--- config.mk ---
export PLATFORM = sky130hd
export DESIGN_NAME = vid_ref_ctrl
export DESIGN_NICKNAME = d
export VERILOG_FILES = /design/src/rtl/vid_ref_pkg.sv /design/src/rtl/vid_stab_filter.sv /design/src/rtl/vid_slew_unit.sv /design/src/rtl/vid_ref_ctrl.sv
export SDC_FILE = /design/constraint.sdc
export NUM_CORES = 1
export LEC_CHECK = 0
export BUFFER_PORTS_ARGS = -buffer_cell sky130_fd_sc_hd__buf_2
export CORE_MARGIN = 1.5
export CORE_UTILIZATION = 35
export CTS_BUF_LIST = sky130_fd_sc_hd__clkbuf_4
export CTS_CLUSTER_SIZE = 25
export DETAILED_ROUTE_END_ITERATION = 16
export PLACE_DENSITY_LB_ADDON = 0.2
export SLEW_MARGIN = 20
export SYNTH_ARGS = -nofsm -noshare
export SYNTH_HDL_FRONTEND = slang
export SYNTH_HIERARCHICAL = 1
export SYNTH_SLANG_ARGS = --single-unit
--- constraint.sdc ---
create_clock -name clk_i -period 6.1 [get_ports clk_i]
set_input_delay 0.305 -clock clk_i [delete_from_list [all_inputs] [get_ports clk_i]]
set_output_delay 0.305 -clock clk_i [all_outputs]
set_load 0.02 [all_outputs]
--- src/rtl/vid_ref_pkg.sv ---
package vid_ref_pkg;

  typedef enum logic [1:0] {
    SL_IDLE = 2'd0,
    SL_WAIT = 2'd1,
    SL_RUN  = 2'd2
  } slew_st_e;

endpackage

--- src/rtl/vid_stab_filter.sv ---
module vid_stab_filter #(
  parameter int VID_W    = 6,
  parameter int STABLE_N = 3
) (
  input  logic             clk_i,
  input  logic             rst_ni,
  input  logic             load_i,
  input  logic             sample_stb_i,
  input  logic [VID_W-1:0] vid_i,
  output logic [VID_W-1:0] acc_o
);
  localparam int CW = $clog2(STABLE_N + 1);

  logic [VID_W-1:0] cand_q, acc_q;
  logic [CW-1:0]    cnt_q, cnt_nxt;

  // run length of the sample being presented, saturating
  always_comb begin
    if (vid_i == cand_q)
      cnt_nxt = (cnt_q == CW'(STABLE_N)) ? cnt_q : cnt_q + 1'b1;
    else
      cnt_nxt = CW'(1);
  end

  always_ff @(posedge clk_i or negedge rst_ni) begin
    if (!rst_ni) begin
      cand_q <= '0;
      cnt_q  <= '0;
      acc_q  <= '0;
    end else if (load_i) begin
      cand_q <= vid_i;
      cnt_q  <= CW'(STABLE_N);
      acc_q  <= vid_i;
    end else if (sample_stb_i) begin
      cand_q <= vid_i;
      cnt_q  <= cnt_nxt;
      if (cnt_nxt == CW'(STABLE_N) && vid_i != acc_q) acc_q <= vid_i;
    end
  end

  assign acc_o = acc_q;
endmodule

--- src/rtl/vid_slew_unit.sv ---
module vid_slew_unit
  import vid_ref_pkg::*;
#(
  parameter int REF_W  = 8,
  parameter int HALF_N = 3
) (
  input  logic             clk_i,
  input  logic             rst_ni,
  input  logic             load_i,
  input  logic             slew_i,
  input  logic             sample_stb_i,
  input  logic             phase_tick_i,
  input  logic [REF_W-1:0] tgt_i,
  output logic [REF_W-1:0] ref_o
);
  localparam int DW = $clog2(HALF_N + 1);

  slew_st_e         st_q;
  logic [DW-1:0]    dly_q;
  logic [REF_W-1:0] ref_q;

  always_ff @(posedge clk_i or negedge rst_ni) begin
    if (!rst_ni) begin
      st_q  <= SL_IDLE;
      dly_q <= '0;
      ref_q <= '0;
    end else if (load_i || !slew_i) begin
      st_q  <= SL_IDLE;
      dly_q <= '0;
      ref_q <= tgt_i;
    end else begin
      unique case (st_q)
        SL_IDLE: if (ref_q != tgt_i) begin
          st_q  <= SL_WAIT;
          dly_q <= DW'(HALF_N);
        end
        SL_WAIT: if (sample_stb_i) begin
          dly_q <= dly_q - 1'b1;
          if (dly_q == DW'(1)) st_q <= SL_RUN;
        end
        SL_RUN: begin
          // retarget keeps running; idle only on arrival
          if (ref_q == tgt_i)    st_q <= SL_IDLE;
          else if (phase_tick_i) ref_q <= (tgt_i > ref_q) ? ref_q + 1'b1 : ref_q - 1'b1;
        end
        default: st_q <= SL_IDLE;
      endcase
    end
  end

  assign ref_o = ref_q;
endmodule

--- src/rtl/vid_ref_ctrl.sv ---
module vid_ref_ctrl #(
  parameter int VID_W         = 6,
  parameter int REF_W         = 8,
  parameter int SAMPLES_PER_C = 6,
  parameter int STABLE_N      = 3,
  parameter int JUMP_BASE     = 40,
  parameter int SLEW_BASE     = 140,
  parameter int SLEW_MUL      = 2
) (
  input  logic             clk_i,
  input  logic             rst_ni,
  input  logic             phase_tick_i,
  input  logic             sample_stb_i,
  input  logic             mode_i,
  input  logic [VID_W-1:0] vid_i,
  output logic [REF_W-1:0] ref_o,
  output logic             busy_o
);
  localparam int HALF_N = SAMPLES_PER_C / 2;

  logic             init_q;
  logic [VID_W-1:0] acc_code, dec_src;
  logic [REF_W-1:0] tgt_code;

  function automatic logic [REF_W-1:0] decode(input logic slew, input logic [VID_W-1:0] v);
    if (slew) return REF_W'(SLEW_BASE) - REF_W'(v) * REF_W'(SLEW_MUL);
    else      return REF_W'(JUMP_BASE) + REF_W'(v);
  endfunction

  always_ff @(posedge clk_i or negedge rst_ni) begin
    if (!rst_ni) init_q <= 1'b0;
    else         init_q <= 1'b1;
  end

  assign dec_src  = init_q ? acc_code : vid_i;
  assign tgt_code = decode(mode_i, dec_src);

  vid_stab_filter #(.VID_W(VID_W), .STABLE_N(STABLE_N)) u_filt (
    .clk_i       (clk_i),
    .rst_ni      (rst_ni),
    .load_i      (!init_q),
    .sample_stb_i(sample_stb_i),
    .vid_i       (vid_i),
    .acc_o       (acc_code)
  );

  vid_slew_unit #(.REF_W(REF_W), .HALF_N(HALF_N)) u_slew (
    .clk_i       (clk_i),
    .rst_ni      (rst_ni),
    .load_i      (!init_q),
    .slew_i      (mode_i),
    .sample_stb_i(sample_stb_i),
    .phase_tick_i(phase_tick_i),
    .tgt_i       (tgt_code),
    .ref_o       (ref_o)
  );

  assign busy_o = (ref_o != tgt_code);
endmodule

==> impl_metrics.json <==
{
  "status": "completed",
  "wire_per_inst_um": 14.5,
  "die_x_um": 84.2,
  "crit_buf_inv": 2,
  "place_congestion": 0.784,
  "nNetsFinal": 287,
  "row_count": 29,
  "crit_top_cell": "ha_1",
  "overflow": 0,
  "grtUsageMet2_pct": 23.3,
  "track_usage_pct": 14.2,
  "layout-drive-gt1-share_pct": 17.6,
  "clockBufferDepth": 2,
  "diodes": 0,
  "synth_area_per_cell_um2": 9.77,
  "yosysUniqueCellTypes": 56,
  "timing.fmax_mhz": 197,
  "detail-route-antenna-nets": 0,
  "arrival_ps": 5320,
  "synth_edf_count": 0,
  "dp_hpwl_um": 3640,
  "ys_ff_latch": 27,
  "dp_cells": 327,
  "ys.flop_type": "dfrtp_1",
  "critical-path-max-stage-delay_ps": 690,
  "worst_path_dominant_cell_family": "compound AO/OA/AOI/OAI gates",
  "critical_path_class": "flop to flop",
  "syn_inst": 236,
  "rsz0062_at_grt": "no",
  "initial_utilization_pct": 36.3,
  "final_cell_mix": "dfrtp_1 (27), ha_1 (19), buf_2 (19)",
  "routed_wl_um": 4810,
  "path_cells": "mux2i_1 > inv_1 > ha_1 > a211oi_1 > a21oi_1 > xnor2_1 > mux2i_1 > ha_1 > a21o_2 > nand3_1 > a21oi_2 > or2_1 > inv_1 > ha_1 > a211oi_1 > o211ai_1 > nand2_1 > nor2b_1 > a2111oi_1 > nand2_1",
  "worst_pin_slew_ps": 750,
  "cts_tree": "built",
  "ys_seq_area_share_pct": 29.3,
  "syn_nets": 267,
  "syn_to_final_growth_pct": 8.84,
  "slew_viol_final": 0,
  "grt.busiest_layer": "met2",
  "grt_start_max_net_pins": 28,
  "worstPathMaxFanout": 11,
  "use_met1_pct": 19.6,
  "drc_errors": 0,
  "drtPass1Iterations": 4,
  "reg2reg_slack_ps": 1010,
  "cts_resized": 0,
  "fin_crit_ps": 5090,
  "hold_viol": 0,
  "antenna_found_initial": 0,
  "hold_class": "primary input to flop",
  "cp-end-kind": "flop",
  "die_y_um": 84.2,
  "clockRootBuffer": "clkbuf_4",
  "fin_tns_setup_ps": 0,
  "syn_area_mm2": 0.00231,
  "drv_cap": 0,
  "grtUsageMet3_pct": 1.97,
  "dp_slack_ps": 980,
  "first_global_vias": 1690,
  "drt_iter0_drc": 49,
  "setup_viol": 0,
  "leakage_nw": 1.14,
  "crit_slowest_cell": "dfrtp_1",
  "finClkSkew_ps": 18.1,
  "final_common_cell": "dfrtp_1",
  "cts.sinks": 27,
  "timing.final.ws_setup_ps": 1010,
  "clk_pin_slew_ps": 180,
  "fin_cells": 332,
  "htreeDepth": 1,
  "yosysWarnings": 6,
  "cp.required_ps": 6330,
  "async_flop_share_pct": 100,
  "fin_crit_sh_pct": 83.4,
  "startpoint_type": "flop",
  "fp.dieArea_mm2": 0.00708,
  "post_cts_buffers": 0,
  "dr_total_vias": 1711,
  "max_slew_margin_pct": 50.0,
  "numPortBuffers": 19,
  "cts_buffers": 3,
  "vias_per_cell": 5.15,
  "clk_latency_ps": 350,
  "cellPowerDensity_mw_per_mm2": 273,
  "nFillCells": 641,
  "vdd_ir_drop_max_uv": 130,
  "ios": 20,
  "grt_pass1_wl_um": 8160,
  "core_region_area_mm2": 0.00635
}
==> logic make-up (layout without fill, tap and decap cells) <==
family          after synthesis  count (layout)  synth area share, %
mux                          27              27                 14.0
other cells                   1               1                0.163
xor+xnor                     31              31                 11.8
flops                        27              27                 29.3
fa+ha+maj                    20              20                 11.2
compound gates               53              53                 15.6
simple gates                 54              54                 13.9
buf+inv                      23              42                 4.12
==> routing by layer <==
metal | part of all wire (%) | vias up
li1 | - | 875
met1 | 51 | 811
met2 | 45 | 18
met3 | 2.1 | 7
met4 | 1.5 | 0
met5 | 0 | -
==> sequential cells by signal, indices dropped and copies added (netlist names) <==
register       count
u_slew/st_q        2
u_slew/dly_q       2
u_slew/ref_o       8
u_filt/cnt_q       2
u_filt/cand_q      6
u_filt/acc_o       6
init_q             1
==> cell usage after synthesis (3+ instances only) <==
| master | n | area share, % |
|---|---|---|
| nor2_1 | 13 | 2.1 |
| mux2_1 | 8 | 3.9 |
| nand2_1 | 14 | 2.3 |
| o21ai_0 | 14 | 3.0 |
| xnor2_1 | 15 | 5.7 |
| ha_1 | 19 | 10 |
| a21o_1 | 3 | 0.98 |
| mux2_4 | 5 | 3.3 |
| mux2i_1 | 11 | 4.8 |
| xor2_1 | 16 | 6.1 |
| inv_1 | 18 | 2.9 |
| nor3_1 | 5 | 1.1 |
| a21oi_1 | 16 | 3.5 |
| dfrtp_1 | 27 | 29 |
==> worst paths after layout <==
path / startpoint / endpoint / cells past startpoint
worst max register to register: init_q / u_slew/ref_o[7] / 20
worst min-delay path: vid_i[2] / u_filt/cand_q[2] / 2
min in group asynchronous: rst_ni / u_filt/cand_q[0] / 2
worst max-delay path: init_q / u_slew/ref_o[7] / 20
max in group asynchronous: rst_ni / u_slew/ref_o[6] / 2
worst min register to register: u_filt/cand_q[2] / u_filt/cand_q[2] / 1
==> stage by stage <==
step	util (%)	hold WS, ps	cell area [um2]	power (mW)
floorplan	-	9.41	2310	0.518
global placement	38.9	385	2470	0.598
detailed placement	38.9	381	2470	0.597
CTS	39.5	249	2510	0.690
global route	39.5	251	2510	0.746
finish	39.5	251	2510	0.684
==> final cells by class <==
cell class	count	area, um2	share of cell area [%]
sequential	27	676	26.9
multi-input combinational	186	1540	61.2
inverter	18	67.6	2.69
timing repair buffer	20	105	4.19
clock buffer	3	22.5	0.897
tap	77	96.3	3.84
clock inverter	1	7.51	0.299
==> power by group <==
| group | switching, mW | internal [mW] |
|---|---|---|
| clock network | 0.0635 | 0.0252 |
| registers | 0.0282 | 0.197 |
| logic | 0.207 | 0.163 |
==> repair_timing <==
item / in CTS / in global routing
endpoints found under the hold margin: 27 / 0
hold buffers: 1 / 0
endpoints found under the setup margin: 0 / 0
(Power assumes the default switching activity.)
